File: config.mk
export PLATFORM = sky130hd
export DESIGN_NAME = wndptr_ctrl
export DESIGN_NICKNAME = d
export VERILOG_FILES = /design/src/rtl/wpc_pkg.sv /design/src/rtl/wpc_ring_step.sv /design/src/rtl/wpc_mask_probe.sv /design/src/rtl/wpc_stat_pack.sv /design/src/rtl/wndptr_ctrl.sv
export SDC_FILE = /design/constraint.sdc
export NUM_CORES = 1
export LEC_CHECK = 0
export BUFFER_PORTS_ARGS = -buffer_cell sky130_fd_sc_hd__buf_2
export CORE_ASPECT_RATIO = 0.75
export CORE_UTILIZATION = 47
export CTS_BUF_LIST = sky130_fd_sc_hd__clkbuf_4
export DETAILED_ROUTE_END_ITERATION = 12
export GPL_ROUTABILITY_DRIVEN = 0
export PLACE_DENSITY = 0.95
export RECOVER_POWER = 100
export SETUP_SLACK_MARGIN = 0.3
export SLEW_MARGIN = 20
export SYNTH_ARGS = -nofsm -noshare
export SYNTH_HDL_FRONTEND = slang
export SYNTH_SLANG_ARGS = --single-unit
File: constraint.sdc
create_clock -name clk -period 4.8 [get_ports clk]
set_input_delay 1.44 -clock clk [delete_from_list [all_inputs] [get_ports clk]]
set_output_delay 1.44 -clock clk [all_outputs]
set_load 0.005 [all_outputs]
File: src/rtl/wpc_pkg.sv
package wpc_pkg;

   localparam int PTR_W  = 5;
   localparam int WORD_W = 32;

   localparam int POS_ICC = 20;
   localparam int POS_EF  = 12;
   localparam int POS_PIL = 8;
   localparam int POS_S   = 7;
   localparam int POS_PS  = 6;
   localparam int POS_ET  = 5;
   localparam int POS_VER = 24;

   typedef enum logic [2:0] {
      OP_IDLE    = 3'd0,
      OP_SAVE    = 3'd1,
      OP_RESTORE = 3'd2,
      OP_RETT    = 3'd3,
      OP_WRSTAT  = 3'd4
   } op_e;

   typedef enum logic [1:0] {
      TC_NONE = 2'd0,
      TC_OVF  = 2'd1,
      TC_UNF  = 2'd2,
      TC_ILL  = 2'd3
   } trap_e;

   typedef struct packed {
      logic [3:0]       icc;
      logic             ef;
      logic [3:0]       pil;
      logic             sup;
      logic             psup;
      logic             tren;
      logic [PTR_W-1:0] ptr;
   } stat_t;

   function automatic stat_t unpack_word(input logic [WORD_W-1:0] w);
      stat_t s;
      s.icc  = w[POS_ICC +: 4];
      s.ef   = w[POS_EF];
      s.pil  = w[POS_PIL +: 4];
      s.sup  = w[POS_S];
      s.psup = w[POS_PS];
      s.tren = w[POS_ET];
      s.ptr  = w[PTR_W-1:0];
      return s;
   endfunction

endpackage

File: src/rtl/wpc_ring_step.sv
module wpc_ring_step #(
   parameter int NWIN  = 8,
   parameter int PTR_W = 5
) (
   input  logic [PTR_W-1:0] cur,
   output logic [PTR_W-1:0] dec,
   output logic [PTR_W-1:0] inc
);
   localparam logic [PTR_W-1:0] LAST = PTR_W'(NWIN - 1);
   localparam bit               POW2 = ((NWIN & (NWIN - 1)) == 0);

   generate
      if (POW2) begin : g_pow2
         always_comb begin
            dec = (cur - 1'b1) & LAST;
            inc = (cur + 1'b1) & LAST;
         end
      end else begin : g_gen
         always_comb begin
            dec = (cur == '0)   ? LAST : cur - 1'b1;
            inc = (cur == LAST) ? '0   : cur + 1'b1;
         end
      end
   endgenerate
endmodule

File: src/rtl/wpc_mask_probe.sv
module wpc_mask_probe #(
   parameter int NWIN  = 8,
   parameter int PTR_W = 5
) (
   input  logic [NWIN-1:0]  mask,
   input  logic [PTR_W-1:0] idx,
   output logic             hit
);
   logic [NWIN-1:0] sel;

   generate
      for (genvar i = 0; i < NWIN; i++) begin : g_dec
         assign sel[i] = (idx == PTR_W'(i));
      end
   endgenerate

   assign hit = |(sel & mask);
endmodule

File: src/rtl/wpc_stat_pack.sv
module wpc_stat_pack
   import wpc_pkg::*;
#(
   parameter logic [7:0] VERSION = 8'hA5
) (
   input  stat_t             st,
   output logic [WORD_W-1:0] word
);
   always_comb begin
      word                   = '0;
      word[POS_VER +: 8]     = VERSION;
      word[POS_ICC +: 4]     = st.icc;
      word[POS_EF]           = st.ef;
      word[POS_PIL +: 4]     = st.pil;
      word[POS_S]            = st.sup;
      word[POS_PS]           = st.psup;
      word[POS_ET]           = st.tren;
      word[PTR_W-1:0]        = st.ptr;
   end
endmodule

File: src/rtl/wndptr_ctrl.sv
module wndptr_ctrl
   import wpc_pkg::*;
#(
   parameter int         NWIN    = 8,
   parameter logic [7:0] VERSION = 8'hA5
) (
   input  logic              clk,
   input  logic              rst_n,
   input  logic [2:0]        req_op,
   input  logic [31:0]       req_data,
   input  logic [NWIN-1:0]   win_invalid,
   output logic [31:0]       stat_word,
   output logic [4:0]        win_ptr,
   output logic              trap_valid,
   output logic [1:0]        trap_code
);
   localparam logic [PTR_W:0] NWIN_L = (PTR_W+1)'(NWIN);

   initial begin
      if (NWIN < 2 || NWIN > (1 << PTR_W))
         $error("wndptr_ctrl: NWIN must be within 2..32");
   end

   stat_t            st_q, st_d;
   logic             tv_d;
   trap_e            tc_d, tc_q;
   logic [PTR_W-1:0] ptr_dec, ptr_inc;
   logic             hit_dec, hit_inc;
   logic             wr_bad;

   wpc_ring_step #(.NWIN(NWIN), .PTR_W(PTR_W)) u_step (
      .cur (st_q.ptr),
      .dec (ptr_dec),
      .inc (ptr_inc)
   );

   wpc_mask_probe #(.NWIN(NWIN), .PTR_W(PTR_W)) u_probe_dec (
      .mask (win_invalid),
      .idx  (ptr_dec),
      .hit  (hit_dec)
   );

   wpc_mask_probe #(.NWIN(NWIN), .PTR_W(PTR_W)) u_probe_inc (
      .mask (win_invalid),
      .idx  (ptr_inc),
      .hit  (hit_inc)
   );

   assign wr_bad = ({1'b0, req_data[PTR_W-1:0]} >= NWIN_L);

   always_comb begin
      st_d = st_q;
      tv_d = 1'b0;
      tc_d = TC_NONE;
      case (req_op)
         OP_SAVE: begin
            if (hit_dec) begin
               tv_d = 1'b1;
               tc_d = TC_OVF;
            end else begin
               st_d.ptr = ptr_dec;
            end
         end
         OP_RESTORE: begin
            if (hit_inc) begin
               tv_d = 1'b1;
               tc_d = TC_UNF;
            end else begin
               st_d.ptr = ptr_inc;
            end
         end
         OP_RETT: begin
            if (st_q.tren) begin
               tv_d = 1'b1;
               tc_d = TC_ILL;
            end else if (hit_inc) begin
               tv_d = 1'b1;
               tc_d = TC_UNF;
            end else begin
               st_d.ptr  = ptr_inc;
               st_d.tren = 1'b1;
               st_d.sup  = st_q.psup;
            end
         end
         OP_WRSTAT: begin
            if (wr_bad) begin
               tv_d = 1'b1;
               tc_d = TC_ILL;
            end else begin
               st_d = unpack_word(req_data);
            end
         end
         default: ;
      endcase
   end

   always_ff @(posedge clk or negedge rst_n) begin
      if (!rst_n) begin
         st_q       <= '0;
         st_q.sup   <= 1'b1;
         trap_valid <= 1'b0;
         tc_q       <= TC_NONE;
      end else begin
         st_q       <= st_d;
         trap_valid <= tv_d;
         tc_q       <= tc_d;
      end
   end

   wpc_stat_pack #(.VERSION(VERSION)) u_pack (
      .st   (st_q),
      .word (stat_word)
   );

   assign win_ptr   = st_q.ptr;
   assign trap_code = tc_q;
endmodule

==> results of run 1 <==
[worst max-delay path by stage]
stage               cells after the start          to  slack, ps
floorplan                               7  win_ptr[2]       1990
global route                            6  win_ptr[2]       1440
finish                                  6  win_ptr[2]       1570
detailed placement                      6  win_ptr[1]       1610
CTS                                     6  win_ptr[1]       1920
global placement                        6     st_q[7]       1630
[power breakdown]
part           switching [mW]  leakage (nW)  total (mW)  internal (mW)
registers              0.0445         0.249       0.263          0.218
clock network          0.0466        0.0154      0.0768         0.0302
logic                   0.182         0.525       0.335          0.153
[cells in the mapped netlist]
library cell	instances
o22a_1	1
a22oi_1	8
buf_2	4
a21oi_1	3
or3b_2	1
or3_1	2
nand3b_1	1
nand2b_1	1
o21ai_0	5
o21ai_2	1
a22o_1	1
nor3_4	1
and2_1	2
ha_1	6
and4_1	1
o21bai_1	1
nor2_1	3
inv_1	3
nor2b_1	3
mux2_2	1
conb_1	2
a31oi_1	4
buf_4	21
dfstp_2	1
mux2i_1	2
o211a_1	1
xor2_1	1
nor3_1	2
o22ai_1	1
a221o_1	2
dfrtp_1	19
a211oi_1	2
nand2_1	37
xnor2_1	3
or3b_1	1
nand3_1	1
[through the flow]
stage	power (mW)	hold WS, ps	instance area (sq um)
floorplan	0.506	470	1360
global placement	0.593	453	1500
detailed placement	0.606	458	1500
CTS	0.684	482	1530
global route	0.736	517	1510
finish	0.675	475	1510
[metal layers]
metal	vias up	track usage, %	share of wire [%]
met1	538	25.4	48
li1	567	-	-
met5	-	0	0
met2	53	29.0	45
met3	4	6.19	5.7
met4	0	7.44	1.1
[layout make-up]
type / instances / area [sq um]
clock inverter: 1 / 3.75
inverter: 3 / 11.3
timing repair buffer: 54 / 254
clock buffer: 3 / 22.5
multi-input combinational: 114 / 669
sequential: 20 / 502
tap: 36 / 45.0
fill: 255 / 1110
[sequential cells by signal, summed over array words and instances (netlist names)]
signal      flops
win_ptr         5
st_q           12
trap_valid      1
trap_code       2
[layout by cell type (no fill, tap or decap), drive strengths merged, types with 4 or more instances in the layout]
| cell type | netlist | routed |
|---|---|---|
| buf | 25 | 41 |
| nand2 | 37 | 37 |
| dfrtp | 19 | 19 |
| clkbuf | 0 | 16 |
| conb | 2 | 15 |
| a22oi | 8 | 8 |
| o21ai | 6 | 6 |
| ha | 6 | 6 |
| a31oi | 4 | 4 |
[critical path: cells and delay by family]
| family | cells | cell delay [ps] |
|---|---|---|
| and+or+nand+nor | 2 | 740 |
| buffers and inverters | 1 | 340 |
| AOI/OAI and AO/OA | 3 | 880 |
[logic make-up after synthesis]
group | Yosys count | share of synthesized area (%)
simple gates | 56 | 20.2
compound gates | 30 | 16.0
buf+inv | 28 | 14.4
mux | 3 | 2.38
flops | 20 | 38.2
fa+ha+maj | 6 | 5.71
xor+xnor | 4 | 2.66
other cells | 2 | 0.571
==> results.md, run 1 <==
- Outcome: complete, no violations
- FF-to-FF End: win_ptr[2]
- Worst r2r path cells: 7
- Ant. Diodes: 0
- Leak: 0.789 nW
- First-pass GRT wire length: 4.21 mm
- Peak VDD IR: 0.241 mV
- Synth top area cells: dfrtp_1 (36%), buf_4 (12%), nand2_1 (11%)
- Antenna-violating nets left: 0
- Std-Cell Rows: 16
- Worst-path cell chain: clkbuf_1, or3b_1, o22ai_1, nor3_1, o21ai_0, o22a_1
- Post-cts sizing count: 0
- Vias in the first global route: 937
- Residual DRC: 0
- CTS Hold Buffers Added: 0
- Clk slew on worst S/H paths: 90 ps
- Startpoint Class: input port
- Routed WL per cell: about 12 microns
- Largest net degree at the start of global routing: 21
- CP arrival: approximately 3400 ps
- DR vias: 1162
- Clk root buf: clkbuf_4
- Chip Width: about 63 microns
- Detailed-route vias per instance: about 5.0
- Drt total wl: approximately 2.7 mm
- Hold Startpoint: st_q[12]
- Num CTS Buffers: 3
- Tcrit/Tclk final: between 60% and 70%
- Cell accounting for the most synthesized area: dfrtp_1
- Num Clock Sinks: 20
- Layout area overhead: 14.7%
- Reg2Reg Launch Point: win_ptr[0]
- Hold EP: st_q[12]
- Syn Inst Count: 149
- Ports: 85
- Post-Syn Area: 0.00132 sq mm
- Worst hold path type: reg2reg
- Number of DRC markers in iteration 0: 59
- Yosys cell types: 36
- Final setup fails: 0
- Post-Place Setup Slack: 1610 ps
- Seq/Total Area, Yosys: 38.2%
- Achievable clock frequency: 309 MHz
- Pwr/cell area: between 400 and 500 mW/mm^2
- CP required: 4980 ps
- Placed Cells: between 200 and 250
- Postcts setup bufs: 0
- Worst reg-to-reg setup slack: about 2400 ps
- Rel. slew slack: between 30% and 40%
- Final Hold Fails: 0
- Syn Area/Cell: roughly 8.8 sq um
- Share of cells above drive strength 1: about a quarter
- Crit-path max FO: 11
- Die H: 47.8 microns
- Worst Skew: 10.8 ps
- Starting density of the core: 50.1%
- Core ar.: 0.00262 sq mm
- CTS tree: built
- Grt ovf: 0
- CP Class: in2reg
- Critical-path top delay cell: o21ai_0
- Layout Utilization: 57.5%
- Initial antenna violation count: 0
- Skew-Pair Late Insertion Delay: 290 ps
- Worst-Margin Slew: 1030 ps
- Max_cap viols: 0
- H-tree levels: 1
- Final Critical Period: 3230 ps
- Worst Hold Depth: 2
- Final TNS setup: 0 ps
- Count of port buffers added during placement: 54
- RSZ-0062 raised after global routing: false
- First drt pass iteration count: 4
- Die area: 0.00302 sq mm
- Setup slack after layout: 1570 ps
- Nets: 247
- Tot GR Track Use: a little under a fifth
- Count of pins over their slew limit: 0
- Crit-path max cell delay: 410 ps
- Crit end category: flop
- Yosys top cell area share: 36.2%
- Critical Path Start: req_op[0]
- Warnings from Yosys: 0
- Detailed Place HPWL: roughly 2.2 mm
- Flops & latches, synth: 20
- Finished Layout Cells: roughly 230
- Clk buf depth: 2
Power figures use the tool's default switching activity.
==> inputs of run 2 (changes only) <==
- ABC_AREA: not set -> 1
- CORE_UTILIZATION: 47 -> 44
- PLACE_DENSITY: 0.95 -> 0.92
- clock period: 4.8 -> 3.3 ns (I/O delays scaled with it)
==> results.md, run 2 <==
- Outcome: complete, but fails checks
- Failing checks: DRC
- Die area: 0.00333 sq mm (+10%)
- Yosys top cell area share: 34.9% (-1.3 points)
- Async SR Flop Fraction: 100% (unchanged)
- Yosys cell types: 27 (-25%)
- Crit-path max FO: 7 (-4)
- Crit end category: flop
- Achievable clock frequency: 471 MHz
- Initial antenna violation count: 0 (unchanged)
- Clk slew on worst S/H paths: 110 ps (+20 ps)
- H-tree levels: 1 (unchanged)
- Core ar.: 0.00294 sq mm (+12%)
- CP endpoint: win_ptr[2]
- Seq/Total Area, Yosys: 36.8% (-1.4 points)
- Post-synth EDFFs: 0 (unchanged)
- Switching power: 0.400 mW (+46%)
- Max_cap viols: 0 (unchanged)
- Startpoint Class: flop
- Routed WL per cell: 10.1 microns (-15%)
- Finished Layout Cells: 274 (+19%)
- Main combinational cell family by area after synthesis: simple AND/OR/NAND/NOR gates
- FF-to-FF End: win_ptr[2]
- RSZ-0062 raised after global routing: false
- Final TNS setup: 0 ps (unchanged)
- Warnings from Yosys: 0 (unchanged)
- Worst r2r path cells: 13 (+6)
- Residual DRC: 1 (+1)
- Placed Cells: 270 (+19%)
- WHS: 479 ps (+4.32 ps)
- Num Clock Sinks: 20 (unchanged)
- Layout area overhead: 14.9%
- Post-Synth Adder-Cell Area: 5.50% (-0.20 points)
- Final setup fails: 0 (unchanged)
- Pint: 0.548 mW (+37%)
- Worst Skew: 3.97 ps (-6.83 ps)
- Vias in the first global route: 1089 (+16%)
- Die H: 50.2 microns (+5.0%)
- Clk root buf: clkbuf_4
- Multiplexer area fraction after synthesis: 0% (-2.4 points)
- Critical Path Start: win_ptr[0]
- XOR/XNOR share of the synthesized area: 2.48% (-0.19 points)
- Antenna-violating nets left: 0 (unchanged)
- Most used DFF post-synth: dfrtp_1
- Synth top area cells: dfrtp_1 (35%), nand2_1 (22%), buf_4 (11%)
- Detailed Place HPWL: 2.22 mm (+3.1%)
- Num CTS Buffers: 3 (unchanged)
- CP Class: reg2reg
- Nets: 288 (+17%)
- Top-count cell post-synth: nand2_1
- Max reg flops: 12 (unchanged)
- Postcts setup bufs: 0 (unchanged)
- Simple-Gate Fraction of Synth Area: 36.4% (+16 points)
- Biggest register: st_q
- Filler Cell Count: 300 (+18%)
- Fin area: 0.00157 sq mm (+3.9%)
- Clock Power Share: 13.4% (+2.0 points)
- Flops & latches, synth: 20 (unchanged)
- Std-Cell Rows: 17 (+1)
- Worst hold path type: reg2reg
- DR vias: 1239 (+6.6%)
- Leak: 0.930 nW (+18%)
- Flop pwr share: 37.9% (-1.0 points)
- Post-Syn Area: 0.00136 sq mm (+3.7%)
- Pwr/cell area: 605 mW/mm^2 (+35%)
- Worst-Margin Slew: 1020 ps (-10.5 ps)
- Final Critical Period: ~2100 ps
- Tcrit/Tclk final: 64.3%
- First drt pass iteration count: 9 (+5)
- Drt total wl: 2.76 mm (+1.4%)
- Compound-cell area share of the yosys netlist: 2.48% (-14 points)
- Tot GR Track Use: 18.2% (-0.73 points)
- CTS tree: built
- Skew-Pair Late Insertion Delay: 290 ps (about the same)
- Sw frac: 42.2% (+1.7 points)
- Cell accounting for the most synthesized area: dfrtp_1
- Post-cts sizing count: 0 (unchanged)
- Number of DRC markers in iteration 0: 83 (+41%)
- Synth top cells by count: nand2_1 (81), buf_4 (20), dfrtp_1 (19)
- Chip Width: 66.3 microns (+5.1%)
- Count of port buffers added during placement: 54 (unchanged)
- CP required: 3540 ps (-1440 ps)
- Pwr Total: 0.948 mW (+41%)
- Commonest non-fill, non-tap cell in the layout: nand2_1
- First-pass GRT wire length: 4.62 mm (+9.8%)
- Starting density of the core: 46.5% (-3.7 points)
- Rel. slew slack: 31.8% (+0.70 points)
- CTS Hold Buffers Added: 0 (unchanged)
- Ant. Diodes: 0 (unchanged)
- Dpl cell area: 0.00158 sq mm (+5.2%)
- Count of pins over their slew limit: 0 (unchanged)
- Reg2Reg Launch Point: win_ptr[0]
- Share of cells above drive strength 1: 24.2% (-0.46 points)
- Detailed-route vias per instance: 4.52 (-10%)
- Logic pwr share: 48.8% (-0.9 points)
- Grt ovf: 0 (unchanged)
- Largest net degree at the start of global routing: 21 (unchanged)
- Clk buf depth: 2 (unchanged)
- Final Hold Fails: 0 (unchanged)
- Ports: 85 (unchanged)
- Most frequent cells in the layout: nand2_1 (84), buf_2 (43), dfrtp_1 (19)
- Syn Area/Cell: 7.33 sq um (-17%)
- Worst reg-to-reg setup slack: 1180 ps (-1200 ps)
- Syn Inst Count: 186 (+25%)
- Peak VDD IR: 0.270 mV (+12%)
- CP arrival: 2360 ps (-1050 ps)
-- run 2: cells by family after synthesis --
kind of cell,Yosys count
xor+xnor,3
fa+ha+maj,6
buf+inv,37
other cells,2
simple gates,112
compound gates,6
flops,20
-- run 2: metal layers --
metal  routed length, microns  global-route usage (%)  vias up
met5                        0                       0        -
met4                        0                    3.19        0
met3                      164                    4.09        0
met2                     1320                    31.1       44
met1                     1280                    23.8      565
li1                         -                       -      630
-- run 2: through the flow --
| step | setup WS (ps) | util, % |
|---|---|---|
| final | 1180 | 53.4 |
| after global placement | 1060 | 53.8 |
| after CTS | 1280 | 54.8 |
| after global routing | 910 | 53.4 |
| after detailed placement | 1020 | 53.8 |
| after floorplan | 1370 | - |
-- run 2: layout make-up --
| class | instances | area [sq um] | area share (%) |
|---|---|---|---|
| Inverter | 15 | 56.3 | 3.59 |
| Clock buffer | 4 | 30.0 | 1.92 |
| Multi-Input combinational cell | 142 | 667 | 42.6 |
| Timing Repair Buffer | 55 | 264 | 16.9 |
| Sequential cell | 20 | 502 | 32.0 |
| Tap cell | 38 | 47.5 | 3.04 |
-- run 2: worst min-delay path by stage --
stage          endpoint  depth (start not counted)  slack (ps)  startpoint
6_report       st_q[10]                          2         480    st_q[10]
5_1_grt         st_q[9]                          2         490     st_q[9]
4_1_cts        st_q[10]                          2         480    st_q[10]
3_5_place_dp   st_q[10]                          2         450    st_q[10]
3_3_place_gp   st_q[11]                          2         450    st_q[11]
2_1_floorplan   st_q[7]                          2         460     st_q[7]
-- run 2: worst max-delay path, cell delays in order, from the launching register on --
cell	delay [ps]
dfrtp_1	470
inv_1	130
ha_1	270
nand2_1	70
nand2_1	40
nor2_1	180
nand2_2	80
nand2_1	120
nand2_1	100
nand2_4	60
nand2_1	70
nor2_1	290
nand2_1	100
nand2_1	80
-- run 2: power by group through the flow --
stage	Clock [mW]	Combinational (mW)	Sequential, mW
detailed placement	0	0.488	0.366
global route	0.144	0.527	0.371
finish	0.127	0.463	0.359
global placement	0	0.473	0.363
CTS	0.132	0.490	0.361
floorplan	0	0.357	0.365
==> inputs of run 3 (changes only) <==
- clock period: 3.3 -> 2.05 ns (I/O delays scaled with it)
==> results.md, run 3 (synthesis gave the netlist of run 2 again) <==
- Clk buf depth: 2 (unchanged)
- Count of port buffers added during placement: 54 (unchanged)
- Share of cells above drive strength 1: 36.4% (+12 points)
- Outcome: complete, but fails checks
- Logic pwr share: 58.1% (+9.3 points)
- Largest net degree at the start of global routing: 21 (unchanged)
- DR vias: 1341 (+8.2%)
- WHS: 452 ps (-26.7 ps)
- Ant. Diodes: 0 (unchanged)
- Sw frac: 43.8% (+1.6 points)
- Drt total wl: 3.32 mm (+20%)
- Fin area: 0.00180 sq mm (+15%)
- Worst reg-to-reg setup slack: 200 ps (-980 ps)
- Commonest non-fill, non-tap cell in the layout: nand2_1
- Nets: 299 (+3.8%)
- Detailed Place HPWL: 2.20 mm (-1.2%)
- Vias in the first global route: 1089 (unchanged)
- Skew-Pair Late Insertion Delay: 300 ps (about the same)
- Worst r2r path cells: 13 (unchanged)
- Leak: 0.997 nW (+7.2%)
- Worst-path cell chain: inv_4, ha_4, nand2_1, nand2_1, nor2_2, nand2_2, nand2_2, nand2_2, nand2_4, nand2_4, nor2_8, nand2_1, nand2_1
- Reg2Reg Launch Point: win_ptr[0]
- Crit-path max FO: 6 (-1)
- Setup slack after layout: 195 ps (-982 ps)
- Clk slew on worst S/H paths: 100 ps (about the same)
- Achievable clock frequency: 539 MHz (+14%)
- Count of pins over their slew limit: 0 (unchanged)
- Residual DRC: 1 (unchanged)
- Switching power: 0.839 mW (+110%)
- CP arrival: 2100 ps (-260 ps)
- Tot GR Track Use: 18.3% (+0.057 points)
- Crit-path most repeated cell: nand2_1
- Startpoint Class: flop
- Clock Power Share: 10.7% (-2.7 points)
- H-tree levels: 1 (unchanged)
- First drt pass iteration count: 8 (-1)
- Failing checks: DRC
- Post-Place Setup Slack: 128 ps (-895 ps)
- Flop pwr share: 31.2% (-6.7 points)
- CP Class: reg2reg
- Pwr/cell area: 1070 mW/mm^2 (+76%)
- Pint: 1.08 mW (+96%)
- Layout area overhead: 31.7%
- CTS Hold Buffers Added: 0 (unchanged)
- Final TNS setup: 0 ps (unchanged)
- Die area: 0.00333 sq mm (unchanged)
- Max reg flops: 12 (unchanged)
- Routed WL per cell: 11.7 microns (+16%)
- Antenna-violating nets left: 0 (unchanged)
- Grt ovf: 0 (unchanged)
- Detailed-route vias per instance: 4.71 (+4.1%)
- Die H: 50.2 microns (unchanged)
- Final Critical Period: 1850 ps (-268 ps)
- RSZ-0062 raised after global routing: true
- Ports: 85 (unchanged)
- Worst-Margin Slew: 1010 ps (-13.9 ps)
- Layout Utilization: 61.2% (+7.8 points)
- Peak VDD IR: 0.458 mV (+69%)
- Crit end category: flop
- Starting density of the core: 46.5% (unchanged)
- Max_cap viols: 0 (unchanged)
- Biggest register: st_q
- Number of DRC markers in iteration 0: 76 (-8.4%)
- Most frequent cells in the layout: nand2_1 (71), buf_2 (43), dfrtp_1 (19)
- Tcrit/Tclk final: 90.5% (+26 points)
- Chip Width: 66.3 microns (unchanged)
- Dpl cell area: 0.00161 sq mm (+1.7%)
- First-pass GRT wire length: 4.58 mm (-0.91%)
- CP required: 2300 ps (-1240 ps)
- Num Clock Sinks: 20 (unchanged)
- Worst Skew: 1.58 ps (-2.39 ps)
- Critical-path top delay cell: dfrtp_1
- Crit-path max cell delay: 530 ps (+60 ps)
- Initial antenna violation count: 0 (unchanged)
- Worst hold path type: in2async
- Final setup fails: 0 (unchanged)
- Core ar.: 0.00294 sq mm (unchanged)
- FF-to-FF End: win_ptr[0]
- CTS tree: built
- Final Hold Fails: 0 (unchanged)
- Std-Cell Rows: 17 (unchanged)
- Num CTS Buffers: 3 (unchanged)
- Rel. slew slack: 32.7% (+0.93 points)
- Clk root buf: clkbuf_4
==> run 3: cell count changes in the layout (fill, tap and decap cells not counted), sizes merged <==
cell and change:
clkbuf +2, buf +9
==> run 3: worst max-delay path, delay by kind of cell, from the launching register on <==
kind / cells / cell delay [ps]
and+or+nand+nor: 11 / 970
DFF: 1 / 530
adders and majority gates: 1 / 190
buffers and inverters: 1 / 100
==> run 3: what timing repair did <==
item / 4_1_cts / 5_1_grt
buffers inserted: 2 / 7
setup endpoints to repair: 7 / 6
resized for setup: 6 / 26
pin swaps: 0 / 12
hold endpoints to repair: 0 / 0
==> run 3: area by class of cell <==
cell class | count | area (sq um)
clock buffers | 4 | 30.0
repair buffers | 66 | 352
flip-flops and latches | 20 | 502
inverters | 15 | 61.3
fillers | 257 | 1140
multi-input cells | 142 | 803
well taps | 38 | 47.5
==> run 3: power by group through the flow <==
stage / combinational (mW) / sequential, mW / clock, mW
floorplan: 0.575 / 0.587 / 0
global placement: 0.763 / 0.585 / 0
detailed placement: 0.786 / 0.588 / 0
CTS: 0.840 / 0.577 / 0.210
global route: 1.22 / 0.613 / 0.227
finish: 1.11 / 0.597 / 0.204
==> run 3: worst max path at each step <==
stage / start / cells past startpoint / end
floorplan: win_ptr[0] / 12 / win_ptr[2]
global placement: req_op[1] / 7 / st_q[5]
detailed placement: win_ptr[0] / 12 / win_ptr[2]
CTS: win_ptr[1] / 12 / win_ptr[2]
global route: win_ptr[0] / 11 / win_ptr[0]
finish: win_ptr[0] / 13 / win_ptr[0]
==> run 3: routing by layer <==
layer / routed length, microns / vias to the layer above / track usage [%]
li1: - / 650 / -
met1: 1350 / 605 / 23.4
met2: 1660 / 77 / 29.6
met3: 257 / 9 / 5.00
met4: 57 / 0 / 6.38
met5: 0 / - / 0
==> run 3: metrics by stage <==
step	total power [mW]	std cells
global placement	1.35	272
global route	2.06	285
floorplan	1.16	199
detailed placement	1.37	272
finish	1.91	285
CTS	1.63	278
